$ cat src/rtl/bss_pkg.sv
// Shared types for the partial-scan readout sequencer.
package bss_pkg;
    // Frame progress of the controller.
    typedef enum logic [2:0] {
        PH_IDLE, PH_LEAD, PH_BAND, PH_TRAIL, PH_DONE, PH_FIN
    } phase_t;

    // Kind of pulse slot the timer plays out.
    typedef enum logic [1:0] {
        SK_V, SK_H, SK_D
    } slot_t;

    // Pulse timer state.
    typedef enum logic [1:0] {
        TM_IDLE, TM_HI, TM_GAP
    } tmst_t;
endpackage

$ cat src/rtl/bss_geom.sv
// Strip geometry: clamps the requested strip height and splits the
// remaining rows into a leading and a trailing discard count.
// Assumes: purely combinational, driven by the raw configuration inputs.
module bss_geom #(
    parameter int ROW_W = 12
) (
    input  logic [ROW_W-1:0] rows,
    input  logic [ROW_W-1:0] band_req,
    output logic [ROW_W-1:0] n_lead,
    output logic [ROW_W-1:0] n_band,
    output logic [ROW_W-1:0] n_trail
);
    logic [ROW_W-1:0] spare;

    // Clamp the strip and centre it; the odd leftover row goes to the tail.
    always_comb begin
        if (band_req == '0 || band_req > rows) n_band = rows;
        else                                   n_band = band_req;
        spare   = rows - n_band;
        n_lead  = spare >> 1;
        n_trail = spare - n_lead;
    end
endmodule

$ cat src/rtl/bss_slot_timer.sv
// Pulse timer: plays out one slot at a time as P high cycles followed by
// one low cycle. It accepts the next slot during that low cycle, so
// back-to-back slots keep exactly one low cycle between pulses.
// Assumes: pulse_len is never zero (the controller clamps it).
module bss_slot_timer
    import bss_pkg::*;
#(
    parameter int PL_W = 4
) (
    input  logic            clk,
    input  logic            rst_n,
    input  logic            go,
    input  slot_t           kind,
    input  logic [PL_W-1:0] pulse_len,
    output logic            ready,
    output logic            v_out,
    output logic            h_out,
    output logic            d_out,
    output logic            first_hi
);
    tmst_t           st_q;
    slot_t           kind_q;
    logic [PL_W-1:0] cnt_q;
    logic            first_q;

    // Slot state machine: load on go, count down the high time, then gap.
    always_ff @(posedge clk) begin
        if (!rst_n) begin
            st_q    <= TM_IDLE;
            kind_q  <= SK_V;
            cnt_q   <= '0;
            first_q <= 1'b0;
        end else if (go && st_q != TM_HI) begin
            st_q    <= TM_HI;
            kind_q  <= kind;
            cnt_q   <= pulse_len;
            first_q <= 1'b1;
        end else if (st_q == TM_HI) begin
            first_q <= 1'b0;
            if (cnt_q == 1) st_q <= TM_GAP;
            else            cnt_q <= cnt_q - 1'b1;
        end else if (st_q == TM_GAP) begin
            st_q <= TM_IDLE;
        end
    end

    // Decode the registered state onto the pulse lines.
    always_comb begin
        ready    = (st_q != TM_HI);
        v_out    = (st_q == TM_HI) && (kind_q == SK_V);
        h_out    = (st_q == TM_HI) && (kind_q == SK_H);
        d_out    = (st_q == TM_HI) && (kind_q == SK_D);
        first_hi = (st_q == TM_HI) && first_q;
    end

    // a gap cycle is only ever entered straight from a high phase.
    a_r6_gap_follows_pulse: assert property (@(posedge clk) disable iff (!rst_n)
        (st_q == TM_GAP) |-> ($past(st_q) == TM_HI));
endmodule

$ cat src/rtl/bss_ctrl.sv
// Frame controller: latches the configuration at start and walks the
// leading discard rows, the strip rows and the trailing discard rows.
// For each slot it asks the timer for a vertical, horizontal or dump pulse.
// Phases with zero rows are skipped when they are entered, so they cost
// no cycles. Assumes the timer reports ready whenever it can accept a slot.
module bss_ctrl
    import bss_pkg::*;
#(
    parameter int ROW_W = 12,
    parameter int COL_W = 12,
    parameter int PL_W  = 4,
    parameter int GRP_W = 4
) (
    input  logic             clk,
    input  logic             rst_n,
    input  logic             start,
    input  logic [ROW_W-1:0] g_lead,
    input  logic [ROW_W-1:0] g_band,
    input  logic [ROW_W-1:0] g_trail,
    input  logic [COL_W-1:0] cfg_cols,
    input  logic [PL_W-1:0]  cfg_pulse_len,
    input  logic [GRP_W-1:0] cfg_dump_group,
    input  logic             tm_ready,
    output logic             go,
    output slot_t            kind,
    output logic [PL_W-1:0]  pulse_len,
    output logic             busy,
    output logic             frame_done
);
    phase_t           phase_q, nxt_phase, enter_to;
    slot_t            kind_q, nxt_kind;
    logic [ROW_W-1:0] lead_q, band_q, trail_q, cur_cnt;
    logic [ROW_W-1:0] row_idx_q, nxt_row, row_inc;
    logic [COL_W-1:0] ncols_q, col_idx_q, nxt_col, col_inc;
    logic [GRP_W-1:0] grp_eff_q, grp_q, nxt_grp;
    logic [GRP_W:0]   grp_inc;
    logic [PL_W-1:0]  pl_q;
    logic             enter;

    // First phase at or after p that holds rows; DONE when none is left.
    function automatic phase_t pick_phase(input phase_t p,
                                          input logic [ROW_W-1:0] nl,
                                          input logic [ROW_W-1:0] nb,
                                          input logic [ROW_W-1:0] nt);
        phase_t r;
        r = PH_DONE;
        if (p == PH_LEAD && nl != '0)
            r = PH_LEAD;
        else if ((p == PH_LEAD || p == PH_BAND) && nb != '0)
            r = PH_BAND;
        else if ((p == PH_LEAD || p == PH_BAND || p == PH_TRAIL) && nt != '0)
            r = PH_TRAIL;
        return r;
    endfunction

    // Row count of the phase now running.
    always_comb begin
        unique case (phase_q)
            PH_LEAD:  cur_cnt = lead_q;
            PH_BAND:  cur_cnt = band_q;
            default:  cur_cnt = trail_q;
        endcase
    end

    // Slot issue handshake with the timer.
    always_comb begin
        go = tm_ready && (phase_q == PH_LEAD || phase_q == PH_BAND ||
                          phase_q == PH_TRAIL);
    end

    // Next slot after the current one has been issued.
    always_comb begin
        row_inc   = row_idx_q + 1'b1;
        col_inc   = col_idx_q + 1'b1;
        grp_inc   = {1'b0, grp_q} + 1'b1;
        nxt_phase = phase_q;
        nxt_kind  = kind_q;
        nxt_row   = row_idx_q;
        nxt_col   = col_idx_q;
        nxt_grp   = grp_q;
        enter     = 1'b0;
        enter_to  = PH_DONE;
        unique case (phase_q)
            PH_LEAD, PH_TRAIL: begin
                if (kind_q == SK_V) begin
                    nxt_row = row_inc;
                    if (grp_inc == {1'b0, grp_eff_q} || row_inc == cur_cnt) begin
                        nxt_kind = SK_D;
                        nxt_grp  = '0;
                    end else begin
                        nxt_kind = SK_V;
                        nxt_grp  = grp_inc[GRP_W-1:0];
                    end
                end else if (row_idx_q == cur_cnt) begin
                    enter    = 1'b1;
                    enter_to = (phase_q == PH_LEAD) ?
                               pick_phase(PH_BAND, lead_q, band_q, trail_q) : PH_DONE;
                end else begin
                    nxt_kind = SK_V;
                end
            end
            PH_BAND: begin
                if (kind_q == SK_V) begin
                    nxt_row = row_inc;
                    if (ncols_q != '0) begin
                        nxt_kind = SK_H;
                        nxt_col  = '0;
                    end else if (row_inc == band_q) begin
                        enter    = 1'b1;
                        enter_to = pick_phase(PH_TRAIL, lead_q, band_q, trail_q);
                    end
                end else begin
                    nxt_col = col_inc;
                    if (col_inc == ncols_q) begin
                        if (row_idx_q == band_q) begin
                            enter    = 1'b1;
                            enter_to = pick_phase(PH_TRAIL, lead_q, band_q, trail_q);
                        end else begin
                            nxt_kind = SK_V;
                        end
                    end
                end
            end
            default: ;
        endcase
        if (enter) begin
            nxt_phase = enter_to;
            nxt_kind  = SK_V;
            nxt_row   = '0;
            nxt_col   = '0;
            nxt_grp   = '0;
        end
    end

    // Frame sequencing: latch at start, advance per slot, end-of-frame pulse.
    always_ff @(posedge clk) begin
        if (!rst_n) begin
            phase_q   <= PH_IDLE;
            kind_q    <= SK_V;
            lead_q    <= '0;
            band_q    <= '0;
            trail_q   <= '0;
            ncols_q   <= '0;
            grp_eff_q <= '0;
            pl_q      <= '0;
            row_idx_q <= '0;
            col_idx_q <= '0;
            grp_q     <= '0;
        end else if (phase_q == PH_IDLE) begin
            if (start) begin
                lead_q    <= g_lead;
                band_q    <= g_band;
                trail_q   <= g_trail;
                ncols_q   <= cfg_cols;
                grp_eff_q <= (cfg_dump_group == '0) ? GRP_W'(1) : cfg_dump_group;
                pl_q      <= (cfg_pulse_len == '0) ? PL_W'(1) : cfg_pulse_len;
                phase_q   <= pick_phase(PH_LEAD, g_lead, g_band, g_trail);
                kind_q    <= SK_V;
                row_idx_q <= '0;
                col_idx_q <= '0;
                grp_q     <= '0;
            end
        end else if (go) begin
            phase_q   <= nxt_phase;
            kind_q    <= nxt_kind;
            row_idx_q <= nxt_row;
            col_idx_q <= nxt_col;
            grp_q     <= nxt_grp;
        end else if (phase_q == PH_DONE && tm_ready) begin
            phase_q <= PH_FIN;
        end else if (phase_q == PH_FIN) begin
            phase_q <= PH_IDLE;
        end
    end

    // Drive the slot request and the frame status.
    always_comb begin
        kind       = kind_q;
        pulse_len  = pl_q;
        busy       = (phase_q != PH_IDLE);
        frame_done = (phase_q == PH_FIN);
    end

    // discard phases never request a horizontal transfer.
    a_r3_skip_no_h: assert property (@(posedge clk) disable iff (!rst_n)
        (go && (phase_q == PH_LEAD || phase_q == PH_TRAIL)) |-> (kind_q != SK_H));

    // the latched frame settings stay put while a frame runs.
    a_r9_cfg_held: assert property (@(posedge clk) disable iff (!rst_n)
        (phase_q != PH_IDLE) |=> ($stable(ncols_q) && $stable(pl_q) &&
                                  $stable(lead_q) && $stable(band_q)));
endmodule

$ cat src/rtl/band_scan_seq.sv
// Top level of the partial-scan readout sequencer. It ties together the
// strip geometry, the frame controller and the pulse timer, and derives the
// pixel strobe from the first high cycle of each horizontal pulse.
// Assumes one frame at a time; start is ignored while busy.
module band_scan_seq
    import bss_pkg::*;
#(
    parameter int ROW_W = 12,
    parameter int COL_W = 12,
    parameter int PL_W  = 4,
    parameter int GRP_W = 4
) (
    input  logic             clk,
    input  logic             rst_n,
    input  logic             start,
    input  logic [ROW_W-1:0] cfg_rows,
    input  logic [COL_W-1:0] cfg_cols,
    input  logic [ROW_W-1:0] cfg_band,
    input  logic [PL_W-1:0]  cfg_pulse_len,
    input  logic [GRP_W-1:0] cfg_dump_group,
    output logic             v_shift,
    output logic             h_shift,
    output logic             reg_dump,
    output logic             pixel_valid,
    output logic             frame_done,
    output logic             busy
);
    logic [ROW_W-1:0] g_lead, g_band, g_trail;
    logic             tm_ready, go, first_hi;
    slot_t            kind;
    logic [PL_W-1:0]  pulse_len;

    bss_geom #(.ROW_W(ROW_W)) geom_i (
        .rows(cfg_rows), .band_req(cfg_band),
        .n_lead(g_lead), .n_band(g_band), .n_trail(g_trail)
    );

    bss_ctrl #(.ROW_W(ROW_W), .COL_W(COL_W), .PL_W(PL_W), .GRP_W(GRP_W)) ctrl_i (
        .clk(clk), .rst_n(rst_n), .start(start),
        .g_lead(g_lead), .g_band(g_band), .g_trail(g_trail),
        .cfg_cols(cfg_cols), .cfg_pulse_len(cfg_pulse_len),
        .cfg_dump_group(cfg_dump_group), .tm_ready(tm_ready),
        .go(go), .kind(kind), .pulse_len(pulse_len),
        .busy(busy), .frame_done(frame_done)
    );

    bss_slot_timer #(.PL_W(PL_W)) timer_i (
        .clk(clk), .rst_n(rst_n), .go(go), .kind(kind), .pulse_len(pulse_len),
        .ready(tm_ready), .v_out(v_shift), .h_out(h_shift), .d_out(reg_dump),
        .first_hi(first_hi)
    );

    // Pixel strobe: first high cycle of a horizontal pulse.
    always_comb pixel_valid = h_shift && first_hi;

    // the three transfer lines never overlap.
    a_r6_exclusive: assert property (@(posedge clk) disable iff (!rst_n)
        $onehot0({v_shift, h_shift, reg_dump}));

    // any pulse starts after a cycle with all transfer lines low.
    a_r6_low_before_rise: assert property (@(posedge clk) disable iff (!rst_n)
        ($rose(v_shift) || $rose(h_shift) || $rose(reg_dump)) |->
        !$past(v_shift || h_shift || reg_dump));

    // the strobe only appears on a horizontal pulse.
    a_r5_strobe_in_h: assert property (@(posedge clk) disable iff (!rst_n)
        pixel_valid |-> h_shift);

    // the end-of-frame pulse lasts one cycle and leaves the block idle.
    a_r8_done_once: assert property (@(posedge clk) disable iff (!rst_n)
        frame_done |=> (!frame_done && !busy));
endmodule

$ cat config.mk
export PLATFORM = sky130hd
export DESIGN_NAME = band_scan_seq
export DESIGN_NICKNAME = d
export VERILOG_FILES = /design/src/rtl/bss_pkg.sv /design/src/rtl/bss_geom.sv /design/src/rtl/bss_slot_timer.sv /design/src/rtl/bss_ctrl.sv /design/src/rtl/band_scan_seq.sv
export SDC_FILE = /design/constraint.sdc
export NUM_CORES = 1
export LEC_CHECK = 0
export CAP_MARGIN = 20
export CORE_MARGIN = 8
export CORE_UTILIZATION = 40
export CTS_CLUSTER_DIAMETER = 200
export CTS_CLUSTER_SIZE = 30
export DETAILED_ROUTE_END_ITERATION = 12
export SYNTH_ARGS = -nofsm -noshare
export SYNTH_HDL_FRONTEND = slang
export SYNTH_SLANG_ARGS = --single-unit
$ cat constraint.sdc
create_clock -name clk -period 14.34 [get_ports clk]
set_input_delay 2.868 -clock clk [delete_from_list [all_inputs] [get_ports clk]]
set_output_delay 2.868 -clock clk [all_outputs]
set_load 0.005 [all_outputs]
After elaboration in Yosys (flattened, before gate mapping). Index checks and enable logic that the tools add are counted.

Register bits: 97. Word-level logic and storage cells: 170.

Add/subtract/negate cells: 6. Order comparisons: 1. Eq/ne operators: 27. Mux-type cells: 72. Bitwise gates (word level): 1. Reduce and logical (&&, ||, !) cells: 47.

Operator list (count): 2-to-1 mux 12 bit (13); nonzero test 12 bit (6); == test 12 bit (5); 2-to-1 mux 3 bit (19); 2-to-1 mux 4 bit (12); 2-to-1 mux 2 bit (14); adder 12 x 1 -> 12 bit, second input constant (2); one-hot mux 12 bit (2 select lines) (1); nonzero test 3 bit (6); != test 5 x 4 -> 1 bit, second input constant (3); > comparator 12 bit (1); logical NOT 12 bit (1); AND reduction 4 bit (3); subtractor 12 x 11 -> 12 bit (1); subtractor 12 bit (1); 2-to-1 mux 1 bit (10); logical AND 1 bit (8); logical NOT 4 bit (2); AND reduction 2 bit (4); nonzero test 4 bit (2); AND reduction 7 bit (1); == test 3 x 2 -> 1 bit, second input constant (2); == test 3 bit, second input constant (2); != test 2 x 1 -> 1 bit, second input constant (3); other kinds (23) (32).

Depth between registers and ports, before layout.
Depth in word-level cells: 11. Mapped depth: 28. Mapped depth without buffers: 27.

Hierarchy. Synthesis repeated with hierarchy kept, for this count alone.

Cell total of the unflattened synthesis: 1081. Area total of the unflattened synthesis: 8080.2 µm².

Modules (own cells, without submodules): bss_ctrl (instances 1, cells each 793, area an instance 5987.0 µm², sequential area each 1781.7 µm²); bss_geom (instances 1, cells each 235, area an instance 1606.5 µm², sequential area each 0.0 µm²); bss_slot_timer (instances 1, cells each 52, area an instance 480.5 µm², sequential area each 180.2 µm²); band_scan_seq (instances 1, cells each 1, area an instance 6.3 µm², sequential area each 0.0 µm²).

Worst setup path before layout. Ideal clock, no wire load.

Path kind: in2reg. Start point: input cfg_rows[1]. End point: register ctrl_i.phase_q[0]. Arrival: 8498 ps. Setup slack: 5723 ps. Stages: 22. Cells stage by stage: inv_1 > ha_1 > nor2b_1 > o211ai_1 > a21oi_1 > o31ai_1 > nand2_1 > buf_1 > mux2i_1 > ha_1 > nor2b_1 > o2111ai_1 > a21oi_1 > o21a_1 > nor2_1 > clkinv_1 > ha_1 > o41ai_1 > nor3_1 > or3_1 > a2111o_1 > o31a_1.

Cells in the longest elaborated chain, start to end: 11. Elaborated cells on any way between the ends: 13. Those cells by class: add/sub (2); order compare (1); mux (6); reduce/logical (4).

Ends and longest elaborated chain: start, declared (line band_scan_seq.sv:16) `input logic [ROW_W-1:0] cfg_rows,`; > comparator 12 bit (line bss_geom.sv:17) `if (band_req == '0 || band_req > rows) n_band = rows;`; logical OR 1 bit (line bss_geom.sv:17); 2-to-1 mux 12 bit (line bss_geom.sv:17); subtractor 12 bit (line bss_geom.sv:19) `spare = rows - n_band;`; subtractor 12 x 11 -> 12 bit (line bss_geom.sv:21) `n_trail = spare - n_lead;`; nonzero test 12 bit (line bss_ctrl.sv:51) `else if ((p == PH_LEAD || p == PH_BAND || p == PH_TRAIL) && nt != '0)`; 2-to-1 mux 3 bit (line bss_ctrl.sv:51); 2-to-1 mux 3 bit (line bss_ctrl.sv:49) `else if ((p == PH_LEAD || p == PH_BAND) && nb != '0)`; 2-to-1 mux 3 bit * (line bss_ctrl.sv:47) `if (p == PH_LEAD && nl != '0)`; 2-to-1 mux 3 bit * (line bss_ctrl.sv:150) `if (start) begin`; 2-to-1 mux 3 bit * (line bss_ctrl.sv:149) `end else if (phase_q == PH_IDLE) begin`; end signal, assigned (line bss_ctrl.sv:157) `phase_q <= pick_phase(PH_LEAD, g_lead, g_band, g_trail);`; end signal, assigned (line bss_ctrl.sv:164) `phase_q <= nxt_phase;`; end, declared (line bss_ctrl.sv:30) `phase_t phase_q, nxt_phase, enter_to;`.

Every way passes the cells marked *; elsewhere a longest branch is shown, timed or not. The select of a mux whose other input is x is not followed. A chain may end at the register's enable or synchronous reset.

Worst setup path in the final report.
Start point: input cfg_rows[1]. End point: register ctrl_i.phase_q[1].

Cells in the longest elaborated chain, start to end: 11. Elaborated cells on any way between the ends: 13. Those cells by class: add/sub (2); order compare (1); mux (6); reduce/logical (4).

Ends and longest elaborated chain: > comparator 12 bit * (line bss_geom.sv:17); logical OR 1 bit * (line bss_geom.sv:17); 2-to-1 mux 12 bit * (line bss_geom.sv:17); named net ctrl_i.g_band[0] (line bss_ctrl.sv:18) `input logic [ROW_W-1:0] g_band,`; subtractor 12 bit * (line bss_geom.sv:19); named net ctrl_i.g_lead[3] (line bss_ctrl.sv:17) `input logic [ROW_W-1:0] g_lead,`; subtractor 12 x 11 -> 12 bit (line bss_geom.sv:21); nonzero test 12 bit (line bss_ctrl.sv:51); 2-to-1 mux 3 bit (line bss_ctrl.sv:51); 2-to-1 mux 3 bit (line bss_ctrl.sv:49); 2-to-1 mux 3 bit * (line bss_ctrl.sv:47); 2-to-1 mux 3 bit * (line bss_ctrl.sv:150); 2-to-1 mux 3 bit * (line bss_ctrl.sv:149).

Mark *: on every way through the listed nets, which the timed path passes. The rest lies on a longest branch. The select of a mux whose other input is x is not followed.

==> results.yml <==
run_status:
  status: "complete, no violations"
grt:
  overflow: 0
  grt_pass1_wl_mm: 37.0
  grt_pass1_vias: 7064
  grt_usage: 0.183
  antenna_found_initial: 0
  grt_max_degree: 106
routing:
  routed_wl_mm: 22.5
  drc: 0
  wire_per_inst_microns: 16.8
  antenna_left: 0
  via_per_inst: 5.77
  drt-pass1-iter-count: 5
  via_count: 7708
  drt_iter0_drc: 529
finish:
  utilization: 0.458
  drive_gt1_frac: 0.0401
  diodes: 0
  final_common_cell: "nand2_1"
  area_delta_synth_final_pct: 11.9
  fin_nets: 1156
  most-common-layout-cells: "nand2_1, dfxtp_1, nor2_1, o21ai_0, clkdlybuf4s50_1"
  stdcell_area_sq_um: 8950
clock_network:
  numCtsBuffers: 9
  clockBufferDepth: 2
  insertion_delay_ns: 0.35
  cts_setup_buffers: 0
  cts.repair.resized: 0
  hold_buffers: 0
  cts.reportedPaths.clkPinSlew_ns: 0.07
  cts-root-buf: "clkbuf_16"
  htreeDepth: 3
  cts.sinks: 97
  cts_tree: "done"
timing:
  tightestPinTransition_ns: 1.07
  skew_ns: 0.0100
  finalSetupTns_ns: 0
  hold_viol_final: 0
  fin_crit_ns: 9.43
  max_freq_mhz: 106
  slew_headroom: 0.283
  final-setup-viol-count: 0
  slew_violations: 0
  period_share: 0.657
  rsz0062_at_grt: "no"
floorplan:
  dieWidth_microns: 157
  die_h_microns: 157
  fp-row-count: 51
  fp.dieArea_sq_um: 24800
  coreArea_sq_um: 19500
  ios: 53
  start_util: 0.410
power_and_ir_drop:
  vdd_drop_max_v: 0.000124
  powerDensity_nw_per_um2: 166
  leakagePower_uw: 0.00336
  power.total_uw: 1480
critical_path:
  r2r_cells: 9
  crit_path_end_kind: "flip-flop"
  startpoint_type: "primary input"
  critPathKind: "primary input to flip-flop"
  cp.required_ns: 14.58
  critPathMaxFanout: 12
  worstPathArrival_ns: 9.67
placed_design:
  routabilityCongestion: 0.893
  dp_hpwl_mm: 16.7
  portBuffers: 52
  place_area_sq_um: 8680
synthesis:
  syn_avg_cell_area_sq_um: 7.58
  async_reset_ff_frac: 0
  syn_area_sq_um: 8000
  ys_types: 84
  synth_cells: 1055
  ys.flop_type: "dfxtp_1"
  synth_seq_area_share: 0.243
  synth-edff-count: 0
  synth.net_count: 1144
  ys_warn_count: 0
  synth-seq-cells: 97
min_path:
  worstHoldPathType: "flip-flop to flip-flop"
  hold_depth: 2
job:
  cap_violations: 0
-- per-layer routing --
layer	up-vias	share of wire	GRT usage
met5	-	0	0
met4	0	0.014	0.0485
met3	19	0.043	0.0255
met2	175	0.44	0.280
met1	3615	0.51	0.261
li1	3899	-	-
-- cell type report --
class	count	area [sq um]
Clock buffer	11	233
Clock inverter	5	38.8
Sequential cell	97	1940
Inverter	44	165
Multi-Input combinational cell	852	5640
Fill cell	2055	10600
Tap cell	265	332
Timing Repair Buffer	63	596
-- where the power goes --
part | switching (uW) | internal (uW) | total [uW] | leakage (uW)
registers | 70.5 | 333 | 403 | 0.000792
clock network | 109 | 119 | 228 | 0.000131
logic | 514 | 339 | 852 | 0.00244
total | 693 | 791 | 1480 | 0.00336
-- worst max-delay path: stages --
cell	delay [ns]
clkdlybuf4s50_1	0.57
inv_1	0.09
ha_1	0.31
nor2b_1	0.13
o211ai_1	0.16
a21oi_1	0.11
o31ai_1	0.57
nand2_1	0.54
o21ai_0	0.42
ha_1	0.24
inv_1	0.06
fa_1	0.43
a21oi_1	0.25
inv_1	0.07
a21oi_1	0.17
xnor2_1	0.20
inv_1	0.10
ha_1	0.33
inv_1	0.08
o21ai_0	0.17
a21oi_1	0.08
o41ai_1	0.29
buf_4	0.23
nor3_1	0.07
or3_1	0.37
a2111o_1	0.47
o31a_1	0.29
-- worst paths after layout --
check / startpoint / to / slack (ns)
hold / removal: ctrl_i.lead_q[5] / ctrl_i.lead_q[5] / 0.46
setup reg to reg: ctrl_i.row_idx_q[0] / ctrl_i.grp_q[3] / 9.55
setup / recovery: cfg_rows[1] / ctrl_i.phase_q[1] / 4.91
hold reg to reg: ctrl_i.lead_q[5] / ctrl_i.lead_q[5] / 0.46
-- sequential cells by signal, summed over array words and instances (netlist names), 11 cells and up --
name	cells
ctrl_i.trail_q	12
ctrl_i.lead_q	11
ctrl_i.row_idx_q	12
ctrl_i.col_idx_q	12
ctrl_i.ncols_q	12
ctrl_i.band_q	12
-- synthesized netlist by cell type, types with 9 or more instances --
cell	instances	area (sq um)
nand2_1	134	503
dfxtp_1	97	1940
nor2_1	72	270
o21ai_0	55	275
clkbuf_1	50	188
a21boi_0	47	353
xnor2_1	44	385
inv_1	43	161
ha_1	40	500
nand3_1	35	175
a21oi_1	34	170
nor3_1	29	145
nand4_1	27	169
nor4_1	27	169
xor2_1	25	219
nor2b_1	23	144
and2_1	22	138
o211a_1	17	170
nor4bb_1	13	130
mux2i_1	12	120
o21a_1	12	90.1
nor3b_1	11	82.6
o211ai_1	11	82.6
a221oi_1	10	87.6
or3_1	10	62.6
a31oi_1	9	56.3
or4_1	9	67.6
-- logic make-up after synthesis --
| family | Yosys count | share of synthesized area |
|---|---|---|
| AND/OR/NAND/NOR | 455 | 0.300 |
| AO/OA/AOI/OAI | 271 | 0.241 |
| buffers and inverters | 106 | 0.0518 |
| flip-flops | 97 | 0.243 |
| XOR/XNOR | 70 | 0.0784 |
| adder cells (fa/ha/maj) | 42 | 0.0676 |
| multiplexers | 14 | 0.0178 |
-- metrics by stage --
stage / cells / setup slack [ns] / hold slack, ns
2_1_floorplan: 1055 / 5.72 / 0.438
3_3_place_gp: 1320 / 4.83 / 0.449
3_5_place_dp: 1321 / 4.58 / 0.454
4_1_cts: 1337 / 4.94 / 0.463
5_1_grt: 1337 / 3.92 / 0.501
6_report: 1337 / 4.91 / 0.460
No activity file was read; power rests on OpenSTA's default activity.
